**config.mk**
```make
export PLATFORM = sky130hd
export DESIGN_NAME = pwm_bank
export DESIGN_NICKNAME = d
export VERILOG_FILES = /design/src/rtl/pwm_bank_pkg.sv /design/src/rtl/pwm_tick_prescaler.sv /design/src/rtl/pwm_wave_gen.sv /design/src/rtl/pwm_channel_router.sv /design/src/rtl/pwm_bank.sv
export SDC_FILE = /design/constraint.sdc
export NUM_CORES = 1
export LEC_CHECK = 0
export CAP_MARGIN = 20
export CORE_MARGIN = 3
export CORE_UTILIZATION = 65
export CTS_CLUSTER_SIZE = 8
export DETAILED_ROUTE_END_ITERATION = 8
export DONT_BUFFER_PORTS = 1
export HOLD_SLACK_MARGIN = 0.12
export PLACE_DENSITY = 0.86
export SETUP_SLACK_MARGIN = 0.3
export SYNTH_ARGS = -nofsm -noshare
export SYNTH_HDL_FRONTEND = slang
export SYNTH_SLANG_ARGS = --single-unit
```
**constraint.sdc**
```tcl
create_clock -name clk -period 4.7 [get_ports clk]
set_clock_uncertainty 0.2 [all_clocks]
set_input_delay 0.235 -clock clk [delete_from_list [all_inputs] [get_ports clk]]
set_output_delay 0.235 -clock clk [all_outputs]
set_load 0.01 [all_outputs]
```
**src/rtl/pwm_bank_pkg.sv**
```systemverilog
// Package pwm_bank_pkg
// Shared constants and the channel map nibble type for the PWM bank.
// Assumes a 32-bit configuration word and a fixed 255-step duty scale.
package pwm_bank_pkg;

    localparam int CFG_DATA_W      = 32;
    localparam int PERIOD_FIELD_W  = 8;
    localparam int TIMING_FIELD_W  = 16;
    localparam int COUNT_W         = 8;
    localparam int MAP_FIELD_W     = 4;
    localparam int SEL_W           = 3;
    localparam int STEP_COUNT      = 255;
    localparam int PERIOD_LIMIT    = 250;

    localparam int PERIODS_PER_WORD = CFG_DATA_W / PERIOD_FIELD_W;
    localparam int TIMINGS_PER_WORD = CFG_DATA_W / TIMING_FIELD_W;
    localparam int MAPS_PER_WORD    = CFG_DATA_W / MAP_FIELD_W;
    localparam int SEL_SLOTS        = 1 << SEL_W;

    // Routing nibble: enable in the top bit, generator index below it
    typedef struct packed {
        logic             en;
        logic [SEL_W-1:0] gen;
    } chan_map_t;

endpackage

```
**src/rtl/pwm_tick_prescaler.sv**
```systemverilog
// Module pwm_tick_prescaler
// Divides the clock down to the base time unit shared by all generators.
// Emits a one-cycle tick every TICK_DIV clocks; TICK_DIV of 1 ticks every cycle.
module pwm_tick_prescaler #(
    parameter int TICK_DIV = 4
) (
    input  logic clk,
    input  logic rst_n,
    output logic tick
);

    generate
        if (TICK_DIV <= 1) begin : g_passthru
            assign tick = 1'b1;
        end else begin : g_count
            localparam int CW = $clog2(TICK_DIV);
            localparam logic [CW-1:0] LAST = CW'(TICK_DIV - 1);
            logic [CW-1:0] cnt_q;

            // Free-running divider that restarts after the last count
            always_ff @(posedge clk) begin
                if (!rst_n) begin
                    cnt_q <= '0;
                end else if (cnt_q == LAST) begin
                    cnt_q <= '0;
                end else begin
                    cnt_q <= cnt_q + 1'b1;
                end
            end

            assign tick = (cnt_q == LAST);
        end
    endgenerate

endmodule

```
**src/rtl/pwm_wave_gen.sv**
```systemverilog
// Module pwm_wave_gen
// One waveform generator. Each period is split into STEP_COUNT equal steps.
// A step lasts PERIOD base ticks, where PERIOD is the clamped period value.
// The output is high while the step index is below the on-count.
// Assumes the on-count and period inputs are registered upstream. A change to
// either acts on the next clock.
module pwm_wave_gen
    import pwm_bank_pkg::*;
#(
    parameter int STEPS      = STEP_COUNT,
    parameter int PERIOD_MAX = PERIOD_LIMIT
) (
    input  logic               clk,
    input  logic               rst_n,
    input  logic               tick,
    input  logic [COUNT_W-1:0] period_raw,
    input  logic [COUNT_W-1:0] on_count,
    output logic               wave,
    output logic               wrap,
    output logic [COUNT_W-1:0] step,
    output logic [COUNT_W-1:0] sub
);

    localparam logic [COUNT_W-1:0] STEP_LAST = COUNT_W'(STEPS - 1);
    localparam logic [COUNT_W-1:0] PMAX      = COUNT_W'(PERIOD_MAX);

    logic [COUNT_W-1:0] period_eff;
    logic [COUNT_W-1:0] sub_q;
    logic [COUNT_W-1:0] step_q;
    logic               sub_last;
    logic               step_last;

    // Clamp the programmed period into the legal range
    always_comb begin
        if (period_raw == '0) begin
            period_eff = COUNT_W'(1);
        end else if (period_raw > PMAX) begin
            period_eff = PMAX;
        end else begin
            period_eff = period_raw;
        end
    end

    // ">=" lets a period that has just shrunk finish its step at once
    assign sub_last  = (sub_q >= (period_eff - 1'b1));
    assign step_last = (step_q == STEP_LAST);

    // Count base ticks within a step, then advance the step index
    always_ff @(posedge clk) begin
        if (!rst_n) begin
            sub_q  <= '0;
            step_q <= '0;
        end else if (tick) begin
            if (sub_last) begin
                sub_q  <= '0;
                step_q <= step_last ? '0 : step_q + 1'b1;
            end else begin
                sub_q <= sub_q + 1'b1;
            end
        end
    end

    assign wrap = tick & sub_last & step_last;
    assign wave = (step_q < on_count);
    assign step = step_q;
    assign sub  = sub_q;

endmodule

```
**src/rtl/pwm_channel_router.sv**
```systemverilog
// Module pwm_channel_router
// Holds a routing nibble for each channel and selects the generator output.
// Setting the enable acts at once. Clearing it leaves the channel following
// its generator until that generator's next period wrap.
// Assumes map_we is a decoded per-word strobe aligned with wr_data.
module pwm_channel_router
    import pwm_bank_pkg::*;
#(
    parameter int NUM_GEN   = 8,
    parameter int NUM_CH    = 16,
    parameter int MAP_WORDS = NUM_CH / MAPS_PER_WORD
) (
    input  logic                          clk,
    input  logic                          rst_n,
    input  logic [MAP_WORDS-1:0]          map_we,
    input  logic [CFG_DATA_W-1:0]         wr_data,
    input  logic [NUM_GEN-1:0]            gen_wave,
    input  logic [NUM_GEN-1:0]            gen_wrap,
    output logic [NUM_CH-1:0]             ch_out,
    output logic [NUM_CH-1:0]             en_eff,
    output logic [NUM_CH-1:0][SEL_W-1:0]  ch_sel
);

    logic [SEL_SLOTS-1:0] wave_pad;
    logic [SEL_SLOTS-1:0] wrap_pad;

    assign wave_pad = SEL_SLOTS'(gen_wave);
    assign wrap_pad = SEL_SLOTS'(gen_wrap);

    generate
        for (genvar c = 0; c < NUM_CH; c++) begin : g_ch
            localparam int WORD = c / MAPS_PER_WORD;
            localparam int LSB  = (c % MAPS_PER_WORD) * MAP_FIELD_W;

            chan_map_t  nib;
            logic       en_req_q;

            assign nib = chan_map_t'(wr_data[LSB +: MAP_FIELD_W]);

            // Update selection and requested enable; retire a disable at wrap
            always_ff @(posedge clk) begin
                if (!rst_n) begin
                    ch_sel[c] <= '0;
                    en_req_q  <= 1'b0;
                    en_eff[c] <= 1'b0;
                end else if (map_we[WORD]) begin
                    ch_sel[c] <= nib.gen;
                    en_req_q  <= nib.en;
                    en_eff[c] <= nib.en | (en_eff[c] & ~wrap_pad[nib.gen]);
                end else begin
                    en_eff[c] <= en_req_q | (en_eff[c] & ~wrap_pad[ch_sel[c]]);
                end
            end

            // Gate the selected generator with the effective enable
            assign ch_out[c] = en_eff[c] & wave_pad[ch_sel[c]];
        end
    endgenerate

endmodule

```
**src/rtl/pwm_bank.sv**
```systemverilog
// Module pwm_bank
// Top of the shared-generator PWM bank. It decodes configuration writes into
// the period and on-count registers, runs NUM_GEN generators from one
// prescaler, and routes them to NUM_CH channel outputs.
// Word map: period words first, then timing words, then map words.
// Assumes NUM_GEN is a multiple of 4, NUM_GEN is at most 8, and NUM_CH is a
// multiple of 8.
module pwm_bank
    import pwm_bank_pkg::*;
#(
    parameter int NUM_GEN  = 8,
    parameter int NUM_CH   = 16,
    parameter int TICK_DIV = 4,
    localparam int PER_WORDS = NUM_GEN / PERIODS_PER_WORD,
    localparam int TIM_WORDS = NUM_GEN / TIMINGS_PER_WORD,
    localparam int MAP_WORDS = NUM_CH / MAPS_PER_WORD,
    localparam int ADDR_W    = $clog2(PER_WORDS + TIM_WORDS + MAP_WORDS)
) (
    input  logic                  clk,
    input  logic                  rst_n,
    input  logic                  wr_en,
    input  logic [ADDR_W-1:0]     wr_addr,
    input  logic [CFG_DATA_W-1:0] wr_data,
    output logic [NUM_CH-1:0]     ch_out
);

    localparam int PER_BASE = 0;
    localparam int TIM_BASE = PER_WORDS;
    localparam int MAP_BASE = PER_WORDS + TIM_WORDS;

    logic                              tick;
    logic [NUM_GEN-1:0][COUNT_W-1:0]   period_q;
    logic [NUM_GEN-1:0][COUNT_W-1:0]   on_q;
    logic [NUM_GEN-1:0]                gen_wave;
    logic [NUM_GEN-1:0]                gen_wrap;
    logic [NUM_GEN-1:0][COUNT_W-1:0]   gen_step;
    logic [NUM_GEN-1:0][COUNT_W-1:0]   gen_sub;
    logic [MAP_WORDS-1:0]              map_we;
    logic [NUM_CH-1:0]                 ch_en_eff;
    logic [NUM_CH-1:0][SEL_W-1:0]      ch_sel;

    pwm_tick_prescaler #(
        .TICK_DIV (TICK_DIV)
    ) u_prescaler (
        .clk   (clk),
        .rst_n (rst_n),
        .tick  (tick)
    );

    generate
        for (genvar g = 0; g < NUM_GEN; g++) begin : g_gen
            localparam int PW  = PER_BASE + g / PERIODS_PER_WORD;
            localparam int PL  = (g % PERIODS_PER_WORD) * PERIOD_FIELD_W;
            localparam int TW  = TIM_BASE + g / TIMINGS_PER_WORD;
            localparam int TL  = (g % TIMINGS_PER_WORD) * TIMING_FIELD_W;

            // Capture this generator's period field on a write to its word
            always_ff @(posedge clk) begin
                if (!rst_n) begin
                    period_q[g] <= '0;
                end else if (wr_en && (wr_addr == ADDR_W'(PW))) begin
                    period_q[g] <= wr_data[PL +: COUNT_W];
                end
            end

            // Capture the on-count (low byte of the timing field)
            always_ff @(posedge clk) begin
                if (!rst_n) begin
                    on_q[g] <= '0;
                end else if (wr_en && (wr_addr == ADDR_W'(TW))) begin
                    on_q[g] <= wr_data[TL +: COUNT_W];
                end
            end

            pwm_wave_gen u_gen (
                .clk        (clk),
                .rst_n      (rst_n),
                .tick       (tick),
                .period_raw (period_q[g]),
                .on_count   (on_q[g]),
                .wave       (gen_wave[g]),
                .wrap       (gen_wrap[g]),
                .step       (gen_step[g]),
                .sub        (gen_sub[g])
            );
        end

        for (genvar w = 0; w < MAP_WORDS; w++) begin : g_mapdec
            // Decode a write strobe for each channel map word
            assign map_we[w] = wr_en && (wr_addr == ADDR_W'(MAP_BASE + w));
        end
    endgenerate

    pwm_channel_router #(
        .NUM_GEN   (NUM_GEN),
        .NUM_CH    (NUM_CH),
        .MAP_WORDS (MAP_WORDS)
    ) u_router (
        .clk      (clk),
        .rst_n    (rst_n),
        .map_we   (map_we),
        .wr_data  (wr_data),
        .gen_wave (gen_wave),
        .gen_wrap (gen_wrap),
        .ch_out   (ch_out),
        .en_eff   (ch_en_eff),
        .ch_sel   (ch_sel)
    );

endmodule

```
Yosys cells after proc, flatten, opt, wreduce, memory -nomap -nowiden:

Cells that the tools add are included.

* output and inout port bits: 16
* register bits: 338
* logic and storage cells: 445

* order comparisons: 48
* mux-type cells: 128
* reduce and logical (&&, ||, !) cells: 26
* bitwise gates (word level): 121
* equality and inequality tests: 16
* add/sub/neg operators: 25

Operator list (number)
* two-way mux 8 bit: 32
* adder 8 x 1 -> 8 bit (second input constant): 16
* binary-select mux 1 bit (select 3 bit): 40
* < comparator 3 x 4 -> 1 bit (second input constant): 24
* AND 1 bit: 64
* equality test 8 bit (second input constant): 8
* >= comparator 8 bit: 8
* > comparator 8 bit (second input constant): 8
* logical NOT 8 bit: 8
* < comparator 8 bit: 8
* subtractor 8 x 1 -> 8 bit (second input constant): 8
* two-way mux 1 bit: 56
* bitwise OR 1 bit: 32
* NOT 1 bit: 25
* AND reduction 2 bit: 8
* equality test 3 bit (second input constant): 4
* logical AND 1 bit: 8
* equality test 3 x 2 -> 1 bit (second input constant): 2
* equality test 3 x 1 -> 1 bit (second input constant): 1
* logical NOT 3 bit: 1
* adder 2 x 1 -> 2 bit (second input constant): 1
* equality test 2 bit (second input constant): 1
* OR reduction 2 bit: 1

Logic depth before layout (Yosys ltp):

* depth after elaboration: 13
* gate-level depth with buffers: 20

Cells and area by module:

A second synthesis with hierarchy kept.

* cell total of the unflattened synthesis: 2223
* area, all modules: 20796.2 um^2

Modules (own cells, without submodules)
* pwm_wave_gen at g_gen[0].u_gen ...: times used 5, area an instance 1277.5 um^2, cells an instance 164
* pwm_channel_router: times used 1, area an instance 5780.5 um^2, cells an instance 461
* pwm_bank: times used 1, area an instance 4737.0 um^2, cells an instance 460
* pwm_wave_gen at g_gen[2].u_gen ...: times used 2, area an instance 1272.5 um^2, cells an instance 161
* pwm_wave_gen at g_gen[7].u_gen: times used 1, area an instance 1272.5 um^2, cells an instance 155
* pwm_tick_prescaler: times used 1, area an instance 73.8 um^2, cells an instance 5

Least setup slack after synthesis:

No wires, ideal clock.

* path type: register to register
* from: reg period_q[35] (netlist name)
* to: reg u_router.en_eff[15]
* path buffers: 0
* library setup time: 0.134 ns
* data required time: 4.366 ns
* cell stages (with the launch flop): 16
* path slack: 0.855 ns
* arrival time: 3.511 ns
* path through: dfxtp_1 -> or3_1 -> or4_1 -> nor2_1 -> o22ai_1 -> ha_1 -> nor3b_1 -> xnor2_1 -> ha_1 -> nand3_1 -> o31ai_2 -> a21oi_1 -> a2111oi_4 -> a211oi_1 -> a2111oi_2 -> nor4_1

* word-level cells in the longest chain between the ends: 13
* elaborated cells between the ends (all ways): 19
* those cells by class: 1 x add/sub; 2 x order compare; 7 x mux; 8 x bitwise; 1 x reduce/logical

Ends and longest elaborated chain
* start, declared: RTL line pwm_bank.sv:32 `logic [NUM_GEN-1:0][COUNT_W-1:0] period_q;`
* start signal, assigned by index: RTL line pwm_bank.sv:62 `period_q[g] <= wr_data[PL +: COUNT_W];`
* > comparator 8 bit: RTL line pwm_wave_gen.sv:37 `end else if (period_raw > PMAX) begin`
* two-way mux 8 bit: RTL line pwm_wave_gen.sv:37
* two-way mux 8 bit (*): RTL line pwm_wave_gen.sv:35 `if (period_raw == '0) begin`
* subtractor 8 x 1 -> 8 bit (*): RTL line pwm_wave_gen.sv:45 `assign sub_last = (sub_q >= (period_eff - 1'b1));`
* >= comparator 8 bit (*): RTL line pwm_wave_gen.sv:45
* AND 1 bit (*) (2 in series): RTL line pwm_wave_gen.sv:63 `assign wrap = tick & sub_last & step_last;`
* binary-select mux 1 bit (select 3 bit), on equally long branches: RTL line pwm_channel_router.sv:51, pwm_channel_router.sv:49
* two-way mux 1 bit, on equally long branches: RTL line pwm_channel_router.sv:51, pwm_channel_router.sv:49
* NOT 1 bit, on equally long branches: RTL line pwm_channel_router.sv:51, pwm_channel_router.sv:49
* AND 1 bit, on equally long branches: RTL line pwm_channel_router.sv:51, pwm_channel_router.sv:49
* bitwise OR 1 bit, on equally long branches: RTL line pwm_channel_router.sv:51, pwm_channel_router.sv:49
* two-way mux 1 bit (*): RTL line pwm_channel_router.sv:46 `end else if (map_we[WORD]) begin`
* end signal, assigned by index: RTL line pwm_channel_router.sv:49 `en_eff[c] <= nib.en | (en_eff[c] & ~wrap_pad[nib.gen]);`
* end signal, assigned by index: RTL line pwm_channel_router.sv:51 `en_eff[c] <= en_req_q | (en_eff[c] & ~wrap_pad[ch_sel[c]]);`
* end, declared: RTL line pwm_channel_router.sv:20 `output logic [NUM_CH-1:0] en_eff,`

Every way passes the cells marked *; elsewhere a longest branch is shown, timed or not. The select of a mux whose other input is x is not followed.
A chain may end at the register's enable or synchronous reset.

Worst setup path in the final report:

* from: reg period_q[36] (netlist name)
* to: reg u_router.en_eff[3]

Same word-level chain as after synthesis.

==> results.md <==
* Die Y at 183 um
* Grt ovf at 0
* Maximum fanout along the worst path at 7
* Min Clock Period, post-route at 4.26 ns
* Total CTS buffers at 48
* Clk buf depth at 3
* # fillers at 2237
* Max Freq at 0.235 GHz
* DP HPWL at 38800 um
* Multiplexer area fraction after synthesis at 0.0374
* Initial antenna violation count at 6
* Avg Cell Area, Syn at 7.76 um2
* Simple-Gate Fraction of Synth Area at 0.235
* VDD IR max at 327 uV
* Async set or reset register ratio after synthesis at 0
* Clk root buf: clkbuf_16
* Drt drc at 0
* Core Footprint at 0.0307 mm2
* Critical Path AT at 4.51 ns
* Reg2reg setup slack at 0.44 ns
* Leakage power at 8.26 nW
* Number of iterations in the first detailed-routing pass at 7
* Clock latency at the later pin of the worst-skew pair at 0.58 ns
* Cell count after synthesis at 2610
* Worst Hold Class: in -> reg
* Synth-to-Final Area Change at 10.5%
* DR vias/cell at 6.55
* Synth Register Bits at 338
* Crit path launch type: flop
* Final setup vio count at 0
* PwrDens at 318 mW/mm2
* Via Count at 19700
* Cell Area, Synth at 0.0203 mm2
* Req. time, crit path at 4.95 ns
* Initial Utilization at 0.661
* Setup TNS at 0 ns
* CTS clk-pin slew, worst paths at 0.05 ns
* Largest net degree at the start of global routing at 123
* Type of element capturing the critical path: flop
* Drt total wl at 61300 um
* Port bufs at 0
* Inst Count DP at 2882
* Row count at 64
* First-pass GRT wire length at 95900 um
* Initial DRC count at 2374
* Least-Margin Pin Slew at 1.13 ns
* Final net count at 2787
* Worst setup path category: reg -> reg
* Routed length per instance at 20.4 um
* Total GRT Usage at 0.352
* Largest family of logic cells by synthesized area: simple AND/OR/NAND/NOR gates
* Die Area at 0.0333 mm2
* Final-report hold violation count at 0
* Die Width at 183 um
* Share of layout cells above drive strength 1 at 0.0650
* Number of global-route vias before repair at 19000
* Top-Level Pins at 54
* Synth Area in Compound Gates at 0.179
* Yosys cell types at 78
* Post-synthesis adder-cell area fraction at 0.0945
* Crit share post-route at 0.906
* Dominant synthesized flop cell: dfxtp_1
* Max-slew violations at 0
* Post-synth EDFFs at 0
* Num Clock Sinks at 338
* Fin cells at 3003
* Total of max-cap violations at 0
* DRT antenna net count at 0
* Post-synthesis sequential area ratio at 0.334
* CTS H-tree depth at 2
* Synth Warn # at 0
* RSZ-0062 raised after global routing: yes
* Xor/xnor share of the synthesized area at 0.0644
* Routability Congestion at 0.915
* Status: completed
* CTS tree: built
* Slew margin rel. at 0.246
* Mapped Nets at 2801
## routing by layer
metal	GRT usage	wire length (um)
met3	0.103	7750
met5	0	0
met1	0.423	22900
met4	0.189	3800
met2	0.568	26900
## what timing repair did
action,4_1_cts,5_1_grt
setup buffers,0,4
gates resized for setup,0,28
hold endpoints to repair,334,0
hold buffers,53,0
endpoints found under the setup margin,0,16
## power by group
group,internal (mW),total [mW],switching [mW]
registers,2.93,2.99,0.0668
clock network,1.84,3.08,1.24
logic,0.372,1.04,0.663
total,5.14,7.11,1.97
## worst max-delay path: stages, from the launching register on
cell and delay, ns:
dfxtp_1 0.34, or3_4 0.38, or4_4 0.43, nor2_2 0.11, o22ai_1 0.12, ha_2 0.21, nor3b_1 0.15, xnor2_1 0.13
ha_1 0.31, nand3_1 0.12, o31ai_4 0.27, buf_6 0.18, nand3_1 0.15, buf_6 0.23, nor2_2 0.10, a2111oi_2 0.07
o31a_1 0.33, o311a_1 0.29
## state kept, by name, summed over array words and instances, names as in the netlist
register,count
u_router.ch_sel,48
g_gen.u_gen.sub,64
u_router.g_ch.en_req_q,16
period_q,64
on_q,64
u_router.en_eff,16
u_prescaler.g_count.cnt_q,2
g_gen.u_gen.step,64
## layout make-up
type	count	area (um2)	area share
multi-input combinational	1988	12500	0.559
sequential	338	6770	0.302
clock buffer	51	1240	0.0556
timing repair buffer	91	843	0.0377
tap	396	495	0.0221
inverter	129	489	0.0219
clock inverter	3	22.5	0.00101
antenna	7	17.5	0.000783
## cells by family (layout without fill, tap and decap cells)
group / Yosys count / count (layout)
AND/OR/NAND/NOR: 1074 / 1074
buffers and inverters: 284 / 274
XOR/XNOR: 149 / 149
AO/OA/AOI/OAI: 549 / 549
multiplexers: 63 / 63
other: 0 / 7
adder cells (fa/ha/maj): 153 / 153
flip-flops: 338 / 338
## synth_stat cells, drive strengths merged, types with 5 or more instances
library cell / count / area (um2)
nor2: 235 / 887
o21ai: 72 / 368
ha: 153 / 1910
a21oi: 260 / 1300
mux4: 10 / 225
nand2: 529 / 2000
a41oi: 9 / 78.8
a2111oi: 34 / 459
and2: 12 / 77.6
a211oi: 26 / 195
nor3: 36 / 185
nor4b: 6 / 52.6
dfxtp: 338 / 6770
nand2b: 26 / 193
o211ai: 20 / 155
and3: 26 / 163
nand3: 97 / 490
and4: 14 / 123
o2111ai: 11 / 96.3
a221oi: 9 / 85.1
o41ai: 9 / 78.8
o22ai: 15 / 93.8
mux2i: 52 / 521
xor2: 88 / 771
a31oi: 5 / 31.3
nor2b: 11 / 68.8
a311oi: 6 / 52.6
clkbuf: 112 / 420
xnor2: 61 / 534
or4: 6 / 45.0
nand4: 36 / 225
o31ai: 15 / 150
inv: 129 / 484
buf: 43 / 213
or3: 8 / 50.1
o311ai: 10 / 87.6
nor4: 20 / 125
o21a: 22 / 166
## final timing paths
kind | to | start | cells after the start
setup / recovery | u_router.en_eff[3]$_SDFF_PN0_ | period_q[36]$_SDFFE_PN0P_ | 17
hold / removal | u_router.en_eff[2]$_SDFF_PN0_ | wr_data[8] | 5
setup reg to reg | u_router.en_eff[3]$_SDFF_PN0_ | period_q[36]$_SDFFE_PN0P_ | 17
hold reg to reg | u_prescaler.g_count.cnt_q[0]$_SDFF_PP0_ | u_prescaler.g_count.cnt_q[0]$_SDFF_PP0_ | 1
## cells in the final DEF (no fill, tap or decap), types with 8 or more instances in the layout
| cell | count |
|---|---|
| clkbuf_16 | 49 |
| nor4_1 | 17 |
| nand2_1 | 526 |
| o311ai_0 | 9 |
| nor2_1 | 229 |
| nand4_1 | 36 |
| nor3_1 | 35 |
| dlygate4sd3_1 | 52 |
| a21oi_1 | 259 |
| a211oi_1 | 26 |
| nor2b_1 | 11 |
| a2111oi_2 | 12 |
| and2_1 | 11 |
| o31ai_1 | 8 |
| buf_4 | 33 |
| inv_1 | 127 |
| o2111ai_1 | 11 |
| xnor2_1 | 61 |
| o41ai_1 | 9 |
| a2111oi_0 | 12 |
| mux2i_1 | 52 |
| a221oi_1 | 8 |
| mux4_2 | 10 |
| a41oi_1 | 9 |
| and3_1 | 26 |
| nand2b_1 | 22 |
| xor2_1 | 88 |
| o211ai_1 | 19 |
| o21a_1 | 21 |
| o21ai_0 | 63 |
| nand3_1 | 95 |
| o22ai_1 | 14 |
| and4_1 | 14 |
| ha_1 | 151 |
| dfxtp_1 | 337 |
## through the flow
step	instance area (um2)	hold WS (ns)	power (mW)	utilization	setup WS (ns)
after floorplan	20300	0.171	3.67	-	0.855
final	22400	0.127	7.11	0.730	0.443
after global placement	20400	0.172	3.84	0.665	0.537
after global routing	22400	0.220	7.30	0.729	0.222
after detailed placement	20400	0.176	3.88	0.665	0.370
after CTS	22200	0.121	7.03	0.724	0.343
No activity file was read; power rests on OpenSTA's default activity.
